===== src/rtl/nib_alu_pkg.sv =====
package nib_alu_pkg;

  typedef enum logic [4:0] {
    OP_ADD  = 5'd0,
    OP_ADC  = 5'd1,
    OP_SUB  = 5'd2,
    OP_SBC  = 5'd3,
    OP_CMP  = 5'd4,
    OP_AND  = 5'd5,
    OP_OR   = 5'd6,
    OP_XOR  = 5'd7,
    OP_TST  = 5'd8,
    OP_NOT  = 5'd9,
    OP_RRC  = 5'd10,
    OP_SETC = 5'd16,
    OP_CLRC = 5'd17,
    OP_SETZ = 5'd18,
    OP_CLRZ = 5'd19,
    OP_SETD = 5'd20,
    OP_CLRD = 5'd21,
    OP_SETI = 5'd22,
    OP_CLRI = 5'd23
  } op_e;

  typedef enum logic [2:0] {
    LG_AND = 3'd0,
    LG_OR  = 3'd1,
    LG_XOR = 3'd2,
    LG_NOT = 3'd3,
    LG_RRC = 3'd4
  } lsel_e;

  // flag vector order: [3]=I [2]=D [1]=Z [0]=C
  typedef struct packed {
    logic i;
    logic d;
    logic z;
    logic c;
  } flags_t;

  typedef struct packed {
    logic       arith;
    logic       sub;
    logic       use_cin;
    logic       dec_ok;
    lsel_e      lsel;
    logic       wr;
    logic       upd_c;
    logic       upd_z;
    logic [3:0] fset;
    logic [3:0] fclr;
  } ctl_t;

endpackage


===== src/rtl/nib_decode.sv =====
module nib_decode
  import nib_alu_pkg::*;
(
  input  logic [4:0] op_code,
  output ctl_t       ctl
);

  always_comb begin
    ctl = '0;
    ctl.lsel = LG_AND;
    case (op_code)
      OP_ADD: begin ctl.arith = 1'b1; ctl.dec_ok = 1'b1; ctl.wr = 1'b1;
                    ctl.upd_c = 1'b1; ctl.upd_z = 1'b1; end
      OP_ADC: begin ctl.arith = 1'b1; ctl.dec_ok = 1'b1; ctl.use_cin = 1'b1;
                    ctl.wr = 1'b1; ctl.upd_c = 1'b1; ctl.upd_z = 1'b1; end
      OP_SUB: begin ctl.arith = 1'b1; ctl.sub = 1'b1; ctl.dec_ok = 1'b1;
                    ctl.wr = 1'b1; ctl.upd_c = 1'b1; ctl.upd_z = 1'b1; end
      OP_SBC: begin ctl.arith = 1'b1; ctl.sub = 1'b1; ctl.dec_ok = 1'b1;
                    ctl.use_cin = 1'b1; ctl.wr = 1'b1; ctl.upd_c = 1'b1;
                    ctl.upd_z = 1'b1; end
      OP_CMP: begin ctl.arith = 1'b1; ctl.sub = 1'b1; ctl.upd_c = 1'b1;
                    ctl.upd_z = 1'b1; end
      OP_AND: begin ctl.lsel = LG_AND; ctl.wr = 1'b1; ctl.upd_z = 1'b1; end
      OP_OR:  begin ctl.lsel = LG_OR;  ctl.wr = 1'b1; ctl.upd_z = 1'b1; end
      OP_XOR: begin ctl.lsel = LG_XOR; ctl.wr = 1'b1; ctl.upd_z = 1'b1; end
      OP_TST: begin ctl.lsel = LG_AND; ctl.upd_z = 1'b1; end
      OP_NOT: begin ctl.lsel = LG_NOT; ctl.wr = 1'b1; ctl.upd_z = 1'b1; end
      OP_RRC: begin ctl.lsel = LG_RRC; ctl.wr = 1'b1; ctl.upd_c = 1'b1; end
      OP_SETC: ctl.fset = 4'b0001;
      OP_CLRC: ctl.fclr = 4'b0001;
      OP_SETZ: ctl.fset = 4'b0010;
      OP_CLRZ: ctl.fclr = 4'b0010;
      OP_SETD: ctl.fset = 4'b0100;
      OP_CLRD: ctl.fclr = 4'b0100;
      OP_SETI: ctl.fset = 4'b1000;
      OP_CLRI: ctl.fclr = 4'b1000;
      default: ctl = '0;
    endcase
  end

endmodule


===== src/rtl/nib_addsub.sv =====
module nib_addsub #(
  parameter int W = 4
) (
  input  logic [W-1:0] a,
  input  logic [W-1:0] b,
  input  logic         cin,
  input  logic         sub,
  input  logic         dec_en,
  output logic [W-1:0] sum,
  output logic         cy
);

  localparam logic [W:0]   DEC_MAX = (W + 1)'(9);
  localparam logic [W-1:0] DEC_ADJ = W'(6);

  logic [W:0] raw;

  always_comb begin
    if (sub) raw = {1'b0, a} - {1'b0, b} - {{W{1'b0}}, cin};
    else     raw = {1'b0, a} + {1'b0, b} + {{W{1'b0}}, cin};
  end

  generate
    if (W == 4) begin : g_bcd
      always_comb begin
        sum = raw[W-1:0];
        cy  = raw[W];
        if (dec_en) begin
          if (!sub && (raw > DEC_MAX)) begin
            sum = raw[W-1:0] + DEC_ADJ;
            cy  = 1'b1;
          end else if (sub && raw[W]) begin
            sum = raw[W-1:0] - DEC_ADJ;
          end
        end
      end
    end else begin : g_bin
      logic unused_dec;
      assign unused_dec = dec_en;
      always_comb begin
        sum = raw[W-1:0];
        cy  = raw[W];
      end
    end
  endgenerate

endmodule


===== src/rtl/nib_logic.sv =====
module nib_logic
  import nib_alu_pkg::*;
#(
  parameter int W = 4
) (
  input  logic [W-1:0] a,
  input  logic [W-1:0] b,
  input  logic         cin,
  input  lsel_e        sel,
  output logic [W-1:0] y,
  output logic         cout
);

  always_comb begin
    cout = cin;
    case (sel)
      LG_AND: y = a & b;
      LG_OR:  y = a | b;
      LG_XOR: y = a ^ b;
      LG_NOT: y = ~a;
      LG_RRC: begin
        y    = {cin, a[W-1:1]};
        cout = a[0];
      end
      default: y = a & b;
    endcase
  end

endmodule


===== src/rtl/nib_alu.sv =====
module nib_alu
  import nib_alu_pkg::*;
#(
  parameter int DATA_W = 4
) (
  input  logic              clk,
  input  logic              rst,
  input  logic              op_valid,
  input  logic [4:0]        op_code,
  input  logic [DATA_W-1:0] opa,
  input  logic [DATA_W-1:0] opb,
  input  logic              idx_mode,
  output logic [DATA_W-1:0] res,
  output logic              res_we,
  output logic              flg_i,
  output logic              flg_d,
  output logic              flg_z,
  output logic              flg_c
);

  ctl_t              ctl;
  flags_t            flags_q, flags_n;
  logic [DATA_W-1:0] res_q, a_sum, l_y, alu_y;
  logic              we_q, a_cy, l_cy, alu_cy;

  nib_decode u_dec (
    .op_code (op_code),
    .ctl     (ctl)
  );

  nib_addsub #(.W(DATA_W)) u_arith (
    .a      (opa),
    .b      (opb),
    .cin    (ctl.use_cin & flags_q.c),
    .sub    (ctl.sub),
    .dec_en (ctl.dec_ok & flags_q.d & ~idx_mode),
    .sum    (a_sum),
    .cy     (a_cy)
  );

  nib_logic #(.W(DATA_W)) u_logic (
    .a    (opa),
    .b    (opb),
    .cin  (flags_q.c),
    .sel  (ctl.lsel),
    .y    (l_y),
    .cout (l_cy)
  );

  always_comb begin
    alu_y   = ctl.arith ? a_sum : l_y;
    alu_cy  = ctl.arith ? a_cy  : l_cy;
    flags_n = flags_q;
    if (ctl.upd_c) flags_n.c = alu_cy;
    if (ctl.upd_z) flags_n.z = (alu_y == '0);
    flags_n = (flags_n & ~ctl.fclr) | ctl.fset;
  end

  always_ff @(posedge clk) begin
    if (rst) begin
      res_q   <= '0;
      we_q    <= 1'b0;
      flags_q <= '0;
    end else begin
      we_q <= op_valid & ctl.wr;
      if (op_valid) begin
        flags_q <= flags_n;
        if (ctl.wr) res_q <= alu_y;
      end
    end
  end

  assign res    = res_q;
  assign res_we = we_q;
  assign flg_i  = flags_q.i;
  assign flg_d  = flags_q.d;
  assign flg_z  = flags_q.z;
  assign flg_c  = flags_q.c;

endmodule


===== config.mk =====
export PLATFORM = sky130hd
export DESIGN_NAME = nib_alu
export DESIGN_NICKNAME = d
export VERILOG_FILES = /design/src/rtl/nib_alu_pkg.sv /design/src/rtl/nib_decode.sv /design/src/rtl/nib_addsub.sv /design/src/rtl/nib_logic.sv /design/src/rtl/nib_alu.sv
export SDC_FILE = /design/constraint.sdc
export NUM_CORES = 1
export LEC_CHECK = 0
export ABC_AREA = 1
export ABC_CLOCK_PERIOD_IN_PS = 3350
export BUFFER_PORTS_ARGS = -buffer_cell sky130_fd_sc_hd__clkbuf_2
export CORE_MARGIN = 2
export CORE_UTILIZATION = 51
export DETAILED_ROUTE_END_ITERATION = 8
export PLACE_DENSITY_LB_ADDON = 0.25
export SLEW_MARGIN = 10
export SYNTH_ARGS = -nofsm -noshare
export SYNTH_HDL_FRONTEND = slang
export SYNTH_SLANG_ARGS = --single-unit

===== constraint.sdc =====
create_clock -name clk -period 3.35 [get_ports clk]
set_input_delay 0.1675 -clock clk [delete_from_list [all_inputs] [get_ports clk]]
set_output_delay 0.1675 -clock clk [all_outputs]
set_load 0.01 [all_outputs]

# --- Word-level counts from Yosys, hierarchy flattened ---
# Cells that the tools add are included.
# Widths: inputs -> output; s select.
classes:
  add_sub_neg: 6
  magnitude_cmp: 1
  n_eq_ne: 22
  muxes: 22
  bitwise_logic: 12
  n_reduce_logical: 13
ops:
  columns: ["op", "count"]
  rows:
  - ["$pmux 4 s4", 3]
  - ["$eq 5x5->1 const B", 8]
  - ["$eq 5x3->1 const B", 4]
  - ["$mux 4", 4]
  - ["$eq 5x4->1 const B", 3]
  - ["$mux 1", 13]
  - ["$pmux 3 s4", 1]
  - ["$eq 5x2->1 const B", 2]
  - ["$reduce_or 10->1", 1]
  - ["$reduce_or 9->1", 1]
  - ["$and 4x4->4", 2]
  - ["$not 4->4", 2]
  - ["$or 4x4->4", 2]
  - ["$eq 3x2->1 const B", 2]
  - ["$reduce_or 6->1", 1]
  - ["$add 4x4->5", 1]
  - ["$add 5x1->5", 1]
  - ["$eq 5x1->1 const B", 1]
  - ["$gt 5x4->1 const B", 1]
  - ["$logic_not 5->1", 1]
  - ["$mux 5", 1]
  - ["$reduce_or 5->1", 1]
  - ["$sub 4x4->5", 1]
  - ["$sub 5x1->5", 1]
  - ["other kinds (14)", 18]
totals:
  regBits: 9
  inputBits: 17
  output_inout_bits: 9
  word_cells: 82

# --- Longest topological paths before layout ---
# Gate-level depths: netlist (run 1).
logic_depth:
  word_depth: 15
  ltp_mapped: 31
  ltp_nobuf: 31

# --- Modules after synthesis ---
# A second synthesis (run 1) with hierarchy kept.
hier_totals:
  cells_unflattened: 304
  area_unflattened_um2: 1849.3
modules_own_cells:
  columns: ["mod", "n_inst", "cells_per_inst", "area_per_inst_um2", "seq_area_each_um2"]
  rows:
  - ["nib_addsub", 1, 114, 754.5, 0.0]
  - ["nib_alu", 1, 67, 431.7, 180.2]
  - ["nib_logic", 1, 69, 402.9, 0.0]
  - ["nib_decode", 1, 54, 260.2, 0.0]

# --- Worst setup path after synthesis (run 1) ---
# No wires, ideal clock.
synth_timing:
  kind: "input -> register"
  start: "input port op_code[4]"
  end: "register flags_q (netlist bit flg_z)"
  setup_ns: 0.066
  arrival_ns: 3.338
  required_time_ns: 3.284
  slack_ns: -0.054
  path_stages: 27
  path_buffers: 1
  path_cell_list: "buf_6 -> inv_2 -> nand3_4 -> nand2_1 -> nand2_1 -> inv_1 -> fa_1 -> ha_1 -> or2_2 -> inv_1 -> fa_1 -> nand2_1 -> nand2_2 -> ha_1 -> nand2_1 -> nand3_2 -> nand2_2 -> nand2_1 -> nand2_1 -> nand3_1 -> nand2_1 -> nand2_1 -> nor2_1 -> nand2_1 -> nand2_1 -> nand2_1 -> a21oi_2"
synth_via:
  elab_chain_len: 15
  word_cells_on_any_way: 58
  classes_between: "add/sub (4); order compare (1); eq/ne (22); mux (15); bitwise (6); reduce/logical (10)"
synth_rtl:
  columns: ["item", "line_no", "source"]
  rows:
  - ["from (decl)", "nib_alu.sv:9", "input logic [4:0] op_code,"]
  - ["$eq 5x1->1 or $eq 5x2->1 (tied branches)", "nib_decode.sv:11", "case (op_code)"]
  - ["$reduce_or 2->1 (no source line)", null, null]
  - ["$mux 1", "nib_decode.sv:11", null]
  - ["$and 1x1->1", "nib_alu.sv:34", ".cin (ctl.use_cin & flags_q.c),"]
  - ["$add 5x1->5 or $sub 5x1->5 (tied branches)", "nib_addsub.sv:20, nib_addsub.sv:19", null]
  - ["$mux 5", "nib_addsub.sv:19", "if (sub) raw = {1'b0, a} - {1'b0, b} - {{W{1'b0}}, cin};"]
  - ["$sub 4x3->4, or another cell as far along", "nib_addsub.sv:33", "sum = raw[W-1:0] - DEC_ADJ;"]
  - ["$mux 4 or $logic_and 1x1->1 (tied branches)", "nib_addsub.sv:32, nib_addsub.sv:29", null]
  - ["$mux 4", "nib_addsub.sv:29", "if (!sub && (raw > DEC_MAX)) begin"]
  - ["$mux 4", "nib_addsub.sv:28", "if (dec_en) begin"]
  - ["$mux 4", "nib_alu.sv:51", "alu_y = ctl.arith ? a_sum : l_y;"]
  - ["$logic_not 4->1", "nib_alu.sv:55", "if (ctl.upd_z) flags_n.z = (alu_y == '0);"]
  - ["$mux 1", "nib_alu.sv:55", null]
  - ["$and 4x4->4", "nib_alu.sv:56", "flags_n = (flags_n & ~ctl.fclr) | ctl.fset;"]
  - ["$or 4x4->4 (*)", "nib_alu.sv:56", null]
  - ["to (signal assigned)", "nib_alu.sv:67", "flags_q <= flags_n;"]
  - ["to (decl)", "nib_alu.sv:22", "flags_t flags_q, flags_n;"]
# Mark *: on every way between the ends. The rest lies on a longest branch, timed or not.
# A chain may end at the register's enable or synchronous reset.

# --- Final worst setup path (run 1) ---
layout_timing:
  start: "register flags_q (netlist bit flg_c)"
  end: "register flags_q (netlist bit flg_z)"
layout_via:
  elab_chain_len: 12
  word_cells_on_any_way: 18
  classes_between: "add/sub (4); order compare (1); mux (7); bitwise (3); reduce/logical (3)"
layout_rtl:
  columns: ["item", "line_no"]
  rows:
  - ["$and 1x1->1", "nib_alu.sv:34"]
  - ["$add 5x1->5 or $sub 5x1->5 (tied branches)", "nib_addsub.sv:20, nib_addsub.sv:19"]
  - ["$mux 5", "nib_addsub.sv:19"]
  - ["$sub 4x3->4, or another cell as far along", "nib_addsub.sv:33"]
  - ["$mux 4 or $logic_and 1x1->1 (tied branches)", "nib_addsub.sv:32, nib_addsub.sv:29"]
  - ["$mux 4", "nib_addsub.sv:29"]
  - ["$mux 4", "nib_addsub.sv:28"]
  - ["$mux 4 (*)", "nib_alu.sv:51"]
  - ["$logic_not 4->1 (*)", "nib_alu.sv:55"]
  - ["$mux 1 (*)", "nib_alu.sv:55"]
  - ["$and 4x4->4 (*)", "nib_alu.sv:56"]
  - ["$or 4x4->4 (*)", "nib_alu.sv:56"]
# Marked as above.

==> results of run 1 <==
==> per-layer routing <==
layer	share of wire, %	routed length, um	global-route usage (%)
met5	0	0	0
met4	3.7	180	6.82
met3	7.1	343	5.68
met2	48	2320	45.7
met1	41	1980	33.2
==> through the flow <==
stage	TNS (ps)	utilization [%]
after floorplan	0	-
after global placement	-459	65.9
after detailed placement	-664	65.9
after CTS	0	69.6
after global routing	-733	74.9
final	-111	74.9
==> timing repair <==
action / 4_1_cts / 5_1_grt
hold endpoints to repair: 0 / 0
setup buffers: 10 / 5
hold buffers: 0 / 0
gates resized for setup: 2 / 33
endpoints found under the setup margin: 1 / 5
pin swaps: 4 / 21
==> Yosys cell counts, drive strengths merged, types with 2 or more instances <==
master  number  area [um2]
o22ai        2        12.5
a21oi       10        57.6
nor3         5        25.0
ha          17         213
a221oi       3        26.3
nand3       23         170
xor2         4        35.0
nand4        6        37.5
o21ai       11        55.1
fa           4        80.1
nand2       54         220
nor2        24         118
o31ai        2        15.0
dfxtp        9         180
inv         50         188
xnor2        3        26.3
==> final timing paths <==
kind,cells after the start,from,endpoint,slack [ps]
min reg2reg,2,flg_i,flg_i,480
min,2,rst,flg_z,160
max reg2reg,22,flg_c,flg_z,-100
max,22,flg_c,flg_z,-100
==> sequential cells by signal, indices dropped and copies added (netlist names) <==
signal / cells
flg_c: 1
flg_i: 1
flg_d: 1
res: 4
flg_z: 1
res_we: 1
==> cells by family after synthesis <==
family,synth area share [%]
buffers and inverters,12.9
AOI/OAI and AO/OA,14.0
DFF,11.6
and+or+nand+nor,38.6
adders and majority gates,18.9
xor gates and xnor gates,3.96
==> layout make-up <==
| type | instances | area (um2) |
|---|---|---|
| Fill cell | 215 | 709 |
| Sequential cell | 9 | 181 |
| Multi-Input combinational cell | 176 | 1280 |
| Timing Repair Buffer | 60 | 398 |
| Tap cell | 31 | 38.8 |
| Inverter | 50 | 190 |
| Clock buffer | 4 | 26.3 |
==> report_power, final <==
group          leakage, nW  switching, mW  internal, mW
combinational         1.06          0.188         0.147
sequential          0.0737        0.00335         0.113
clock               0.0150         0.0380        0.0459
==> flow_summary_export.csv, run 1 <==
group,metric,value,unit
place,port_buffers,25,
worst_setup_path,maximum_fanout_encountered_on_the_critical_timing_path,5,
sta,max_freq,290,MHz
sta,holdWs,164,ps
cts,cts_buffers,3,
pwr,peak_supply_drop,244,uV
place,global_placer_s_final_weighted_congestion,0.908,
finish,antennaDiodeCount,0,
die,placeableCoreArea,2830,um2
global_routing,first_pass_grt_wire_length,7160,um
routing,drt-total-wl,4820,um
routing,routed_wire_length_per_instance,14.6,um
yosys,post_synth_inst_count,236,
cts,clkTransAtPathRegs,60,ps
die,die-area,3490,um2
global_routing,initial_antenna_violation_count,0,
yosys,postSynth.asyncResetShare,0,%
worst_setup_path,critical_path.top_delay_family,"adder cells",
die,start_util,54.7,%
routing,first_pass_iters,5,
yosys,synth_sequential_area_ratio,11.6,%
finish,mostFrequentLayoutCells,"sky130_fd_sc_hd__inv_1, sky130_fd_sc_hd__nand2_1, sky130_fd_sc_hd__buf_4",
status,outcome,"finished with violations",
pwr,post-layout-total-power,0.535,mW
sta,timing.slew.headroom,66.6,%
yosys,netlist-cell-type-count,33,
die,boundaryPins,26,
yosys,synth-edff-count,0,
sta,setup_repair_after_global_routing_missed_its_margin,"true",
worst_setup_path,critical_path.max_stage_delay,570,ps
routing,route.antenna.remaining_nets,0,
routing,routed_via_density,5.58,
yosys,yosysWarnings,0,
routing,route.detailed.drc,0,
cts,cts_tree,"yes",
die,die_w,59.1,um
finish,design_area,2120,um2
finish,final_cell_count_no_fill,330,
sta,layout_setup_ws,-101,ps
worst_setup_path,critical_path.startpoint_type,"flop",
yosys,postSynthNetCount,274,
cts,clkLatencyLatePin,260,ps
sta,timing.final.setup_violations,2,
worst_setup_path,cp_num_buf_inv,3,
pwr,power.static_leakage,1.14,nW
cts,number_of_h_tree_branching_levels,1,
worst_setup_path,path_cells,"nand2_2, inv_2, fa_2, inv_2, ha_4, or2_4, inv_2, fa_2, nand2_2, nand2_4, ha_4, nand2_2, nand3_2, o21ai_1, nand3_1, nand3_1, nand2_1, nor2_1, nand2_1, nand2_1, nand2_1, a21oi_2",
worst_hold_path,hold_path_class,"input port to flop",
finish,nets,338,
die,die_height,59.1,um
worst_setup_path,end_kind,"flop",
sta,finalHoldViolations,0,
cts,clockBufferDepth,2,
worst_setup_path,criticalPathCategory,"flop to flop",
cts,clock_sink_count,9,
die,floorplan.rows,19,
status,failed_checks,"setup timing",
place,hpwl,3160,um
worst_setup_path,worst-endpoint-arrival,3650,ps
finish,final_layout_size_suffix_gt1_share,38.5,%
job,maxCapViolCount,0,
place,place.detailed.instances,312,
yosys,synth-main-ff-cell,"sky130_fd_sc_hd__dfxtp_1",
routing,via_count,1843,
yosys,syn_avg_cell_area,6.56,um2
sta,final_period_minus_worst_setup_slack,3450,ps
global_routing,grt_util_all_layers,26.4,%
routing,drtIter0Drc,153,
yosys,synth-seq-cells,9,
yosys,post_synth_instance_area,1550,um2
pwr,power-per-cell-area,252,nW/um2
place,post-place-ws,-250,ps
sta,finalMaxSlewViolations,0,
worst_setup_path,critical-path-slowest-cell,"sky130_fd_sc_hd__fa_2",
global_routing,grt_max_degree,8,
global_routing,grt_pass1_vias,1671,
place,dpl_cell_area,1860,um2
finish,area_growth_syn_to_layout,36.9,%
global_routing,grt_remaining_overflow,0,
sta,worst-slew-pin-transition,497,ps
cts,cts-root-buf,"sky130_fd_sc_hd__clkbuf_4",
sta,clock-skew-final,3.83,ps
worst_setup_path,path_common_cell,"sky130_fd_sc_hd__nand2_1",
worst_setup_path,worst_ep_required_time,3550,ps
sta,min_period_over_period,103,%
Note: power is estimated with default switching activity, not from simulation.
==> run 2, diff against run 1 <==
--- a/config.mk
+++ b/config.mk
@@ -6,8 +6,9 @@
 export NUM_CORES = 1
 export LEC_CHECK = 0
 export ABC_AREA = 1
-export ABC_CLOCK_PERIOD_IN_PS = 3350
+export ABC_CLOCK_PERIOD_IN_PS = 2900
 export BUFFER_PORTS_ARGS = -buffer_cell sky130_fd_sc_hd__clkbuf_2
+export CORE_ASPECT_RATIO = 1.25
 export CORE_MARGIN = 2
 export CORE_UTILIZATION = 51
 export DETAILED_ROUTE_END_ITERATION = 8
==> constraint.sdc (replaced) <==
create_clock -name clk -period 2.9 [get_ports clk]
set_input_delay 0.145 -clock clk [delete_from_list [all_inputs] [get_ports clk]]
set_output_delay 0.145 -clock clk [all_outputs]
set_load 0.01 [all_outputs]
==> run 2 against run 1 <==
Net effect: critical path type unchanged; the run still ends with setup timing left; via count fell by 7.2%; setup slack got worse by 250 ps; worst hold slack got worse by 28 ps; highest routed layer unchanged; largest power group unchanged; count of clock-buffer cells in the layout unchanged; total power grew 8.8%.
==> flow_summary_export.csv, run 2 (same netlist as run 1, synthesis figures left out) <==
group,metric,value,unit
status,outcome,"finished with violations",
status,failed_checks,"setup timing",
cts,clkTransAtPathRegs,60,ps
place,port_buffers,25,
die,placeableCoreArea,2920,um2
sta,finalMaxSlewViolations,0,
sta,worst-slew-pin-transition,459,ps
pwr,peak_supply_drop,190,uV
sta,holdWs,136,ps
die,die-area,3490,um2
routing,route.detailed.drc,0,
worst_setup_path,critical_path.startpoint_type,"flop",
worst_hold_path,hold_path_class,"input port to flop",
routing,via_count,1711,
sta,clock-skew-final,6.40,ps
place,dpl_cell_area,1940,um2
finish,final.fill_count,276,
routing,first_pass_iters,4,
sta,min_period_over_period,112,%
place,post-place-ws,-631,ps
cts,clkLatencyLatePin,260,ps
cts,clockBufferDepth,2,
finish,area_growth_syn_to_layout,32.7,%
routing,drt-total-wl,4100,um
pwr,post-layout-total-power,0.582,mW
worst_setup_path,worst-endpoint-arrival,3450,ps
worst_setup_path,critical_path.max_stage_delay,550,ps
routing,routed_via_density,5.20,
die,die_height,65.6,um
sta,finalHoldViolations,0,
global_routing,first_pass_grt_wire_length,6910,um
sta,layout_setup_ws,-354,ps
cts,cts_tree,"yes",
global_routing,grt_util_all_layers,26.3,%
die,start_util,53.0,%
routing,routed_wire_length_per_instance,12.5,um
global_routing,grt_max_degree,8,
cts,number_of_buffers_inserted_by_hold_repair_at_cts,0,
worst_setup_path,critical-path-slowest-cell,"sky130_fd_sc_hd__fa_2",
sta,timing.final.setup_violations,5,
pwr,power.static_leakage,1.11,nW
worst_setup_path,worst_ep_required_time,3100,ps
finish,mostFrequentLayoutCells,"sky130_fd_sc_hd__inv_1, sky130_fd_sc_hd__nand2_1, sky130_fd_sc_hd__buf_4",
cts,clock_sink_count,9,
routing,drtIter0Drc,50,
cts,cts_buffers,3,
finish,nets,332,
global_routing,grt_pass1_vias,1657,
finish,final_layout_size_suffix_gt1_share,36.2,%
sta,final_period_minus_worst_setup_slack,3250,ps
sta,setup_repair_after_global_routing_missed_its_margin,"true",
global_routing,initial_antenna_violation_count,0,
sta,timing.slew.headroom,69.2,%
job,maxCapViolCount,0,
sta,setup_tns,-1260,ps
pwr,power-per-cell-area,284,nW/um2
worst_setup_path,criticalPathCategory,"flop to flop",
sta,max_freq,307,MHz
routing,route.antenna.remaining_nets,0,
worst_setup_path,end_kind,"flop",
die,boundaryPins,26,
die,die_w,53.3,um
worst_setup_path,path_common_cell,"sky130_fd_sc_hd__nand2_2",
place,global_placer_s_final_weighted_congestion,0.914,
finish,antennaDiodeCount,0,
cts,number_of_h_tree_branching_levels,1,
global_routing,grt_remaining_overflow,0,
worst_setup_path,maximum_fanout_encountered_on_the_critical_timing_path,5,
finish,largest_register_ffs,4,
worst_setup_path,path_cells,"nand2_2, inv_2, fa_2, inv_2, ha_2, or2_4, inv_2, fa_2, nand2_2, nand2_4, ha_4, nand3_2, nand2_2, nand3_4, nand2_4, nand3_2, nand3_1, nand3_1, nand2_2, nor2_1, nand2_1, nand2_1, nand2_1, a21oi_2",
cts,cts-root-buf,"sky130_fd_sc_hd__clkbuf_4",
die,floorplan.rows,22,
finish,final_common_cell,"sky130_fd_sc_hd__inv_1",
place,hpwl,3330,um
finish,design_area,2050,um2
run 2: final timing paths:
path	from	slack (ps)	to	cells after the start
setup / recovery	flg_c	-350	flg_z	24
hold / removal	rst	140	flg_z	2
setup reg to reg	flg_c	-350	flg_z	24
hold reg to reg	flg_i	490	flg_i	2
run 2: area by class of cell:
type / instances / area [um2] / area share [%]
sequential: 9 / 181 / 8.84
clock buffer: 4 / 26.3 / 1.28
multi-input combinational: 176 / 1260 / 61.6
timing repair buffer: 54 / 343 / 16.7
inverter: 50 / 193 / 9.38
tap: 36 / 45.0 / 2.19
run 2: worst max-delay path: cells and delay by family (launching register included):
family / cells / cell delay [ps]
and+or+nand+nor: 16 / 1320
adders and majority gates: 4 / 1300
AOI/OAI and AO/OA: 1 / 100
buffers and inverters: 3 / 150
DFF: 1 / 330
run 2: power by group:
part | leakage (nW) | total (mW) | switching [mW] | internal [mW]
Clock | 0.0150 | 0.0977 | 0.0446 | 0.0531
Sequential | 0.0737 | 0.134 | 0.00344 | 0.130
Combinational | 1.02 | 0.351 | 0.196 | 0.155
run 2: metal layers:
layer  part of all wire (%)  track usage [%]
met3                    4.7             3.41
met1                     39             27.4
met5                      0                0
met4                    2.6             10.9
met2                     53             50.2
run 2: timing repair:
action                                  CTS  global route
endpoints found under the setup margin    5             5
gates resized for setup                  14             8
setup buffers                             2             0
pin swaps                                 6             1
run 2: per-stage QoR:
step | cells | util (%)
detailed placement | 323 | 66.5
finish | 329 | 70.4
global route | 329 | 70.4
global placement | 323 | 66.5
floorplan | 236 | -
CTS | 329 | 69.5
==> run 3, diff against run 2 <==
--- a/config.mk
+++ b/config.mk
@@ -9,7 +9,6 @@
 export ABC_CLOCK_PERIOD_IN_PS = 2900
 export BUFFER_PORTS_ARGS = -buffer_cell sky130_fd_sc_hd__clkbuf_2
 export CORE_ASPECT_RATIO = 1.25
-export CORE_MARGIN = 2
 export CORE_UTILIZATION = 51
 export DETAILED_ROUTE_END_ITERATION = 8
 export PLACE_DENSITY_LB_ADDON = 0.25
==> run 3 against run 2 <==
Net effect: the run still ends with setup timing left; register-to-register slack got worse by 70 ps; highest routed layer unchanged; die area fell by 6.7%; wire length rose by 1.4%; core utilization rose by 2.1 points; critical path depth did not move; clock power rose by 2%; critical endpoint unchanged; largest cell class unchanged; sequential power barely moved; non-clock buffer count rose by 1.
==> flow_summary_export.csv, run 3 (same netlist as run 1, synthesis figures left out) <==
group,metric,value,unit
die,die_w,51.3,um
cts,clockBufferDepth,2,
global_routing,grt_max_degree,8,
finish,mostFrequentLayoutCells,"sky130_fd_sc_hd__inv_1, sky130_fd_sc_hd__nand2_1, sky130_fd_sc_hd__buf_4",
sta,setup_repair_after_global_routing_missed_its_margin,"true",
finish,final_layout_size_suffix_gt1_share,37.8,%
place,global_placer_s_final_weighted_congestion,0.947,
sta,timing.final.setup_violations,5,
pwr,post-layout-total-power,0.601,mW
sta,min_period_over_period,115,%
cts,cts-root-buf,"sky130_fd_sc_hd__clkbuf_4",
worst_hold_path,hold_path_class,"input port to flop",
place,hpwl,3340,um
pwr,power-per-cell-area,284,nW/um2
worst_setup_path,worst_ep_required_time,3100,ps
place,place.detailed.instances,323,
die,floorplan.rows,22,
routing,routed_via_density,5.29,
finish,area_growth_syn_to_layout,36.7,%
job,maxCapViolCount,0,
place,port_buffers,25,
global_routing,grt_remaining_overflow,0,
worst_setup_path,critical_path.startpoint_type,"flop",
worst_setup_path,criticalPathCategory,"flop to flop",
finish,final_cell_count_no_fill,330,
sta,max_freq,301,MHz
cts,clock_sink_count,9,
worst_setup_path,crit_startpoint,"flg_c",
cts,clkLatencyLatePin,260,ps
worst_setup_path,end_kind,"flop",
sta,finalHoldViolations,0,
worst_setup_path,r2r_start,"flg_c",
cts,cts_tree,"yes",
die,placeableCoreArea,2920,um2
sta,finalMaxSlewViolations,0,
routing,first_pass_iters,4,
routing,via_count,1745,
global_routing,grt_pass1_vias,1637,
cts,clkTransAtPathRegs,70,ps
die,start_util,53.0,%
sta,clock-skew-final,5.39,ps
worst_hold_path,timing.hold.worst.start,"rst",
finish,final-seq-area,181,um2
finish,final.fill_count,273,
global_routing,grt_util_all_layers,26.9,%
sta,layout_setup_ws,-421,ps
cts,number_of_h_tree_branching_levels,1,
routing,route.antenna.remaining_nets,0,
sta,final_period_minus_worst_setup_slack,3320,ps
pwr,peak_supply_drop,278,uV
pwr,power.static_leakage,1.12,nW
sta,holdWs,134,ps
worst_setup_path,worst-endpoint-arrival,3520,ps
routing,drtIter0Drc,55,
status,failed_checks,"setup timing",
routing,route.detailed.drc,0,
global_routing,first_pass_grt_wire_length,6790,um
routing,drt-total-wl,4160,um
global_routing,initial_antenna_violation_count,0,
finish,nets,333,
finish,final_common_cell,"sky130_fd_sc_hd__inv_1",
die,boundaryPins,26,
routing,routed_wire_length_per_instance,12.6,um
worst_setup_path,maximum_fanout_encountered_on_the_critical_timing_path,5,
sta,worst-slew-pin-transition,494,ps
finish,largest_register_ffs,4,
sta,timing.slew.headroom,66.8,%
finish,antennaDiodeCount,0,
die,die_height,63.6,um
cts,cts_buffers,3,
worst_setup_path,regToRegSetupSlack,-420,ps
status,outcome,"finished with violations",
finish,multiInputGateArea,1310,um2
die,die-area,3260,um2
## run 3: per-stage QoR
step	util, %	setup TNS, ps	setup slack, ps	instance area [um2]
finish	72.5	-1410	-421	2120
global route	72.5	-2250	-607	2120
CTS	70.1	-1240	-371	2050
detailed placement	66.5	-2790	-678	1940
global placement	66.5	-2270	-566	1940
floorplan	-	-1050	-355	1590
## run 3: area by class of cell
class                   count  share of cell area [%]
clock buffers               4                    1.24
inverters                  50                    9.23
well taps                  36                    2.13
flip-flops and latches      9                    8.57
repair buffers             55                    17.1
multi-input cells         176                    61.7
## run 3: path summary, 6_finish.rpt
check	to	cells past startpoint
max	flg_z	24
min	flg_z	2
max reg2reg	flg_z	24
min reg2reg	flg_i	2
## run 3: timing repair
item | 4_1_cts | 5_1_grt
pin swaps | 19 | 15
endpoints found under the setup margin | 5 | 5
buffers inserted | 2 | 2
resized for setup | 18 | 13
hold buffers | 0 | 0
## run 3: where the power goes
part	internal [mW]	switching (mW)
clock network	0.0531	0.0466
logic	0.165	0.203
registers	0.130	0.00331
## run 3: layer usage
layer | track usage [%] | share of wire (%) | vias up
li1 | - | - | 886
met1 | 28.3 | 40 | 804
met2 | 52.5 | 55 | 47
met3 | 3.14 | 3.4 | 8
met4 | 9.46 | 1.9 | 0
met5 | 0 | 0 | -
## run 3: critical path, stage by stage, from the launching register on
cell	delay, ps
sky130_fd_sc_hd__dfxtp_2	340
sky130_fd_sc_hd__nand2_2	70
sky130_fd_sc_hd__inv_2	40
sky130_fd_sc_hd__fa_2	590
sky130_fd_sc_hd__inv_2	70
sky130_fd_sc_hd__ha_4	150
sky130_fd_sc_hd__or2_4	230
sky130_fd_sc_hd__inv_2	60
sky130_fd_sc_hd__fa_2	420
sky130_fd_sc_hd__nand2_2	90
sky130_fd_sc_hd__nand2_4	90
sky130_fd_sc_hd__ha_4	160
sky130_fd_sc_hd__nand3_2	60
sky130_fd_sc_hd__nand2_2	70
sky130_fd_sc_hd__nand3_4	70
sky130_fd_sc_hd__nand2_4	70
sky130_fd_sc_hd__nand3_4	80
sky130_fd_sc_hd__nand3_1	70
sky130_fd_sc_hd__nand3_1	80
sky130_fd_sc_hd__nand2_2	70
sky130_fd_sc_hd__nor2_1	100
sky130_fd_sc_hd__nand2_1	50
sky130_fd_sc_hd__nand2_1	50
sky130_fd_sc_hd__nand2_1	60
sky130_fd_sc_hd__a21oi_2	100
